$ cat config.mk
export PLATFORM = sky130hd
export DESIGN_NAME = t1_frame_hunter
export DESIGN_NICKNAME = d
export VERILOG_FILES = /design/src/rtl/t1_frame_hunter.sv
export SDC_FILE = /design/constraint.sdc
export NUM_CORES = 1
export LEC_CHECK = 0
export BUFFER_PORTS_ARGS = -buffer_cell sky130_fd_sc_hd__buf_4
export CORE_MARGIN = 2
export CORE_UTILIZATION = 54
export DETAILED_ROUTE_END_ITERATION = 10
export PLACE_DENSITY = 0.75
export SLEW_MARGIN = 20
export SYNTH_ARGS = -nofsm -noshare
export SYNTH_HDL_FRONTEND = slang
export SYNTH_SLANG_ARGS = --single-unit
$ cat constraint.sdc
create_clock -name clk -period 11 [get_ports clk]
set_input_delay 2.75 -clock clk [delete_from_list [all_inputs] [get_ports clk]]
set_output_delay 2.75 -clock clk [all_outputs]
set_load 0.01 [all_outputs]
$ cat src/rtl/t1_frame_hunter.sv
module t1_frame_hunter #(
  parameter int N              = 193,
  parameter int LOCK_FRAMES    = 10,
  parameter int TIMEOUT_FRAMES = 24
) (
  input  logic                 clk,
  input  logic                 rst_n,
  input  logic                 bit_en,
  input  logic                 din,
  input  logic                 start_req,
  input  logic                 alt_mode,
  output logic [$clog2(N)-1:0] align_pos,
  output logic                 lock,
  output logic                 searching
);
  localparam int PW = $clog2(N);
  localparam int CW = $clog2(N + 1);
  localparam int FW = $clog2(TIMEOUT_FRAMES + 1);
  localparam logic [PW-1:0] LASTP = PW'(N - 1);
  localparam logic [FW-1:0] LOCKF = FW'(LOCK_FRAMES);
  localparam logic [FW-1:0] TOUTF = FW'(TIMEOUT_FRAMES);
  localparam logic [CW-1:0] ALLC  = CW'(N);

  typedef enum logic [1:0] {IDLE, WAIT, SCAN, PICK} st_t;
  st_t st;

  logic [PW-1:0] raw, start_pos, surv;
  logic [N-1:0]  alive;
  logic [2:0]    hist [N];
  logic [FW-1:0] fcnt;
  logic [CW-1:0] live;

  wire [PW-1:0] end_pos   = (start_pos == '0) ? LASTP : start_pos - PW'(1);
  wire [PW-1:0] nxt_start = (align_pos == LASTP) ? '0 : align_pos + PW'(1);
  wire go = bit_en && (st == SCAN || st == PICK || (st == WAIT && raw == start_pos));

  wire [2:0]    h        = hist[raw];
  wire          primed   = alt_mode ? (fcnt != '0) : (fcnt > FW'(1));
  wire          clash    = primed && (alt_mode ? (din == h[0]) : (din == h[1]));
  wire          keep     = alive[raw] && !clash;
  wire [CW-1:0] live_n   = live - CW'(alive[raw] && clash);
  wire          last     = (raw == end_pos);
  wire [FW-1:0] fc_n     = (fcnt == TOUTF) ? fcnt : fcnt + FW'(1);
  wire          judge    = last && (fc_n >= LOCKF);
  wire [PW-1:0] surv_n   = keep ? raw : surv;
  wire          pick_now = (st == PICK) && keep;
  wire          lock_now = go && (pick_now || (judge && live_n == CW'(1)));
  wire [PW-1:0] lock_at  = pick_now ? raw : surv_n;
  wire          restart  = go && judge && (live_n == '0);

  always_ff @(posedge clk) begin
    if (!rst_n)
      raw <= '0;
    else if (bit_en)
      raw <= (raw == LASTP) ? '0 : raw + PW'(1);
  end

  always_ff @(posedge clk) begin
    if (go)
      hist[raw] <= {h[1:0], din};
  end

  always_ff @(posedge clk) begin
    if (!rst_n) begin
      st        <= IDLE;
      align_pos <= '0;
      lock      <= 1'b0;
      searching <= 1'b0;
      start_pos <= '0;
      surv      <= '0;
      alive     <= '1;
      fcnt      <= '0;
      live      <= ALLC;
    end else if (start_req) begin
      st        <= WAIT;
      start_pos <= nxt_start;
      alive     <= '1;
      fcnt      <= '0;
      live      <= ALLC;
      lock      <= 1'b0;
      searching <= 1'b1;
    end else begin
      lock <= 1'b0;
      if (go) begin
        alive[raw] <= keep;
        live       <= live_n;
        surv       <= surv_n;
        if (lock_now) begin
          st        <= IDLE;
          align_pos <= lock_at;
          lock      <= 1'b1;
          searching <= 1'b0;
        end else if (restart) begin
          st    <= SCAN;
          alive <= '1;
          live  <= ALLC;
          fcnt  <= '0;
        end else begin
          if (st == WAIT) st <= SCAN;
          if (last) begin
            fcnt <= fc_n;
            if (fc_n == TOUTF) st <= PICK;
          end
        end
      end
    end
  end
endmodule


Word-level counts from Yosys, hierarchy flattened
Memories as Yosys holds them, arrays and structs flattened. A register that Yosys moved wholly into a read port is not among the register bits.
Cells that the tools add are included.
{"block": "word_totals", "ff_bits": 242, "n_memories": 1, "in_bits": 6, "ram_bits": 579, "output_inout_bits": 10, "word_cells": 99}
{"block": "op_classes", "n_bitwise": 4, "n_lt_le_gt_ge": 4, "reduce_logical": 28, "n_addsub": 5, "eq_ne": 12, "muxes": 34}
{"memory": "hist", "depth": 193, "width": 3, "rd": 1, "rd_clocked_by_memory_dff": 1, "wr": 1, "line": "29", "source": "logic [2:0] hist [N];"}
{"cell": "two-way mux 193 bit", "n": 2}
{"cell": "bitwise mux 193 bit", "n": 1}
{"cell": "two-way mux 8 bit", "n": 9}
{"cell": "adder 8 x 1 -> 8 bit, second input constant", "n": 2}
{"cell": "equality test 8 bit", "n": 2}
{"cell": "equality test 8 bit, second input constant", "n": 2}
{"cell": "logical NOT 8 bit", "n": 2}
{"cell": "two-way mux 5 bit", "n": 3}
{"cell": "logical AND 1 bit", "n": 12}
{"cell": "two-way mux 1 bit", "n": 12}
{"cell": "equality test 5 bit, second input constant", "n": 2}
{"cell": "two-way mux 2 bit", "n": 5}
{"cell": "< comparator 8 x 9 -> 1 bit, second input constant", "n": 1}
{"cell": "binary-select mux 1 bit (select 8 bit)", "n": 1}
{"cell": "demux 1 bit (select 8 bit)", "n": 1}
{"cell": "equality test 8 x 1 -> 1 bit, second input constant", "n": 1}
{"cell": "greater-or-equal comparator 8 x 1 -> 1 bit, second input constant", "n": 1}
{"cell": "subtractor 8 x 1 -> 8 bit", "n": 1}
{"cell": "subtractor 8 x 1 -> 8 bit, second input constant", "n": 1}
{"cell": "AND reduction 3 bit", "n": 2}
{"cell": "nonzero test 2 bit", "n": 3}
{"cell": "adder 5 x 1 -> 5 bit, second input constant", "n": 1}
{"cell": "greater-or-equal comparator 5 x 4 -> 1 bit, second input constant", "n": 1}
{"cell": "greater-than comparator 5 x 1 -> 1 bit, second input constant", "n": 1}
{"cell": "10 further kinds", "n": 18}

Longest topological paths before layout
{"block": "logic_depth", "ltp_word": 12, "mapped_depth": 27, "depth_no_buf": 18}

Least setup slack after synthesis
No wires, ideal clock.
{"block": "synth_timing", "path_type": "register -> register", "start": "register (tool-made name)", "end": "memory hist[0][1] (data pin)", "stages_incl_launch_ff": 11, "period_less_slack_ns": 10.815, "setup_slack_ns": 0.185, "n_path_buf": 4, "t_arrival_ns": 9.115, "setup_ns": 1.701, "path_cell_list": "dfxtp_1 -> buf_4 -> buf_6 -> buf_6 -> buf_6 -> mux2i_1 -> a22oi_1 -> nand3_1 -> a41oi_1 -> a311oi_1 -> o21ai_0"}
{"element": "end, declared", "line": "29"}

==> metrics <==
worst skew pair latency=0.62 ns; top-area cell type share of the netlist area=39.40%; worst path required time=11.52 ns; outcome=complete, no violations; Reg power frac=49.2%; CTS sink cnt=636; Area Growth Syn to Fin=8.693%; MaxCap Viol Count=0; register cell area after layout=0.01661 mm²; Slew Viols, Final=0; Root Driver=clkbuf_16; warning count from the yosys run=0; drt first-iter violations=2479; hpwl dp=44590 µm; diode count=0; cts bufs inserted=67; Cell variety after synth=82; gpl congestion=0.8617; CP Class=reg2reg; Final Hold Vio Count=0; leading post-synthesis cells by cell area=edfxtp_1, dfxtp_1, mux4_2; Worst EP arrival=7.69 ns; # fillers=4124; Synth top cells by count=a21oi_1, edfxtp_1, dfxtp_1; Syn Area/Cell=11.90 µm²; vias in the first global route=20240; Worst R2R Path Depth=19; crit-path max FO=196; Main synth FF type=edfxtp_1; Die Width=237.4 µm; grt ovf=0; Rows=85; DR vias/cell=6.779; Routed WL per cell=25.36 µm; pwr/cell area=163.0 mW/mm²; Synth Instances=2473; Post-Syn Area=0.02942 mm²; multi-input gate area in the final layout=0.01165 mm²; Setup TNS=0 ns; Synth Area in Adders=0.5103%; post-CTS setup buffers=0; CTS tree=built; Static Leakage=10.32 nW; IO Count=16; die height=237.4 µm; die area=0.05637 mm²; worst setup margin=3.835 ns; ratio of cells with drive above 1 in the final layout=13.70%; cell mode on critical path=ha_1; cts hold-fix bufs=0; Psw=0.001180 W; Post-Route Skew=0.02581 ns; flops & latches, synth=636; Final nets=2372; Pint=0.004034 W; compound-cell area share of the yosys netlist=16.58%; ys async rst share=0%; VDD IR max=114.4 µV; most common cell in the netlist=a21oi_1; Critical Path Source Type=flop; Slew headroom=22.43%; Hold WC Path Type=reg2reg; Initial Util=54.67%; setup violators final=0; length of the first detailed-routing pass in iterations=6; pin count of the biggest net entering global routing=197; Worst Setup End Kind=flop; first-pass GRT wire length=120300 µm; largest family of logic cells by synthesized area=compound AO/OA/AOI/OAI gates; Logic pwr share=6.6%; RSZ-0062 raised after global routing=false; EDFF count, synth=386; sequential share of the synthesized area=56.41%; fin crit share=65.14%; hold path depth=1; simple-gate share of the synthesized area=9.029%; Remaining DRCs=0; Max Buffers Root-to-Sink=3; H-tree levels=3; Sw Share=22.63%; core area=0.05381 mm²; clock period minus worst slack=7.165 ns; clock network power share=44.2%; CP max stage cell=a311oi_1; routed wire length=78750 µm; Final Core Density=59.42%; worst-path cell chain=buf_4 > and2_1 > a22oi_1 > nand3_1 > a41oi_1 > a311oi_1 > o31ai_1 > o32ai_2 > nor2_1 > ha_1 > ha_1 > nor4b_1 > o2111ai_1 > inv_1 > and3_1 > o21ai_4 > buf_12 > a21oi_1 > a2bb2oi_1; initial antenna violation count=0; highest clock rate=0.1396 GHz; multiplexer share of the synthesized area=12.16%; Worst path max stage delay=0.92 ns; Total GRT Usage=27.70%; antenna-violating nets left=0; Synth Area in XOR/XNOR=1.042%; Clock transition at path regs=0.06 ns; cell taking the most area after synthesis=edfxtp_1; worst-margin pin slew=1.164 ns; number of I/O port buffers=15; PostCTS Resize Cnt=0; DR vias=21050; pre-CTS setup slack=4.227 ns; synthesized net count=2491
## path summary, 6_finish.rpt
check / from / endpoint / slack [ns]
setup / recovery: flop / alive[44]$_SDFFE_PP1P_ / 3.83
hold / removal: alive[49]$_SDFFE_PP1P_ / alive[49]$_SDFFE_PP1P_ / 0.48
setup reg to reg: flop / alive[44]$_SDFFE_PP1P_ / 3.83
hold reg to reg: alive[49]$_SDFFE_PP1P_ / alive[49]$_SDFFE_PP1P_ / 0.48
## per-stage QoR
| stage | instance area (µm²) | std cells | hold WS [ns] | power, W |
|---|---|---|---|---|
| after CTS | 31960 | 3105 | 0.4876 | 0.005230 |
| final | 31980 | 3105 | 0.4849 | 0.005213 |
| after global placement | 29720 | 2981 | 0.4740 | 0.002943 |
| after floorplan | 29420 | 2473 | 0.4592 | 0.002877 |
| after detailed placement | 29720 | 2981 | 0.4768 | 0.002952 |
| after global routing | 31980 | 3105 | 0.4948 | 0.005346 |
## per-layer routing
| metal | wire, µm | track usage [%] | vias up |
|---|---|---|---|
| met4 | 3132 | 11.61 | 0 |
| li1 | - | - | 9179 |
| met3 | 7928 | 5.017 | 223 |
| met5 | 0 | 0 | - |
| met1 | 30220 | 37.85 | 10400 |
| met2 | 37460 | 43.93 | 1251 |
## cell usage in the layout, fill, tap and decap left out, types with 14 or more instances in the layout
cell type,synthesis,layout
mux2i_1,110,110
edfxtp_1,386,386
mux4_2,108,108
a22oi_1,34,34
nand3_1,48,48
nand2_1,84,84
clkbuf_16,0,70
nor2b_1,30,30
o21ai_0,28,27
and2_1,21,20
inv_1,17,17
xor2_1,17,17
clkbuf_1,173,14
nor3_1,25,19
xnor2_1,18,18
nand4_1,20,20
a2bb2oi_1,194,194
a21oi_1,408,408
buf_4,18,64
dfxtp_1,250,244
nor2_1,249,246
## cell families (layout without fill, tap and decap cells)
family | count (synthesis) | in the layout
mux | 222 | 222
simple gates | 542 | 542
compound gates | 749 | 749
fa+ha+maj | 12 | 12
buf+inv | 277 | 213
flops | 636 | 636
xor+xnor | 35 | 35
## state kept, by name (all words and copies together), names as in the netlist, named ones only
name	flops
align_pos	8
alive	193
fcnt	5
hist	386
live	8
lock	1
raw	8
searching	1
st	2
start_pos	8
surv	8
## power groups by stage
| stage | combinational [W] | sequential, W | clock, W |
|---|---|---|---|
| 6_report | 0.000344 | 0.00256 | 0.00230 |
| 5_1_grt | 0.000366 | 0.00256 | 0.00242 |
| 4_1_cts | 0.000339 | 0.00256 | 0.00233 |
| 3_5_place_dp | 0.000336 | 0.00262 | 0 |
| 3_3_place_gp | 0.000327 | 0.00262 | 0 |
| 2_1_floorplan | 0.000257 | 0.00262 | 0 |
## worst max-delay path, delay by kind of cell (launching register included)
kind / cells / cell delay, ns
flip-flops: 1 / 0.82
AO/OA/AOI/OAI: 9 / 3.01
AND/OR/NAND/NOR: 5 / 1.33
adder cells (fa/ha/maj): 2 / 0.53
buffers and inverters: 3 / 0.96
## final cells by class
class                      instances  share of cell area [%]
clock inverter                    35                   1.201
inverter                          22                  0.2582
clock buffer                      89                   5.802
multi-input combinational       1560                   36.43
sequential                       636                   51.94
timing repair buffer              67                   1.635
tap                              696                   2.723
(Power assumes the default switching activity.)
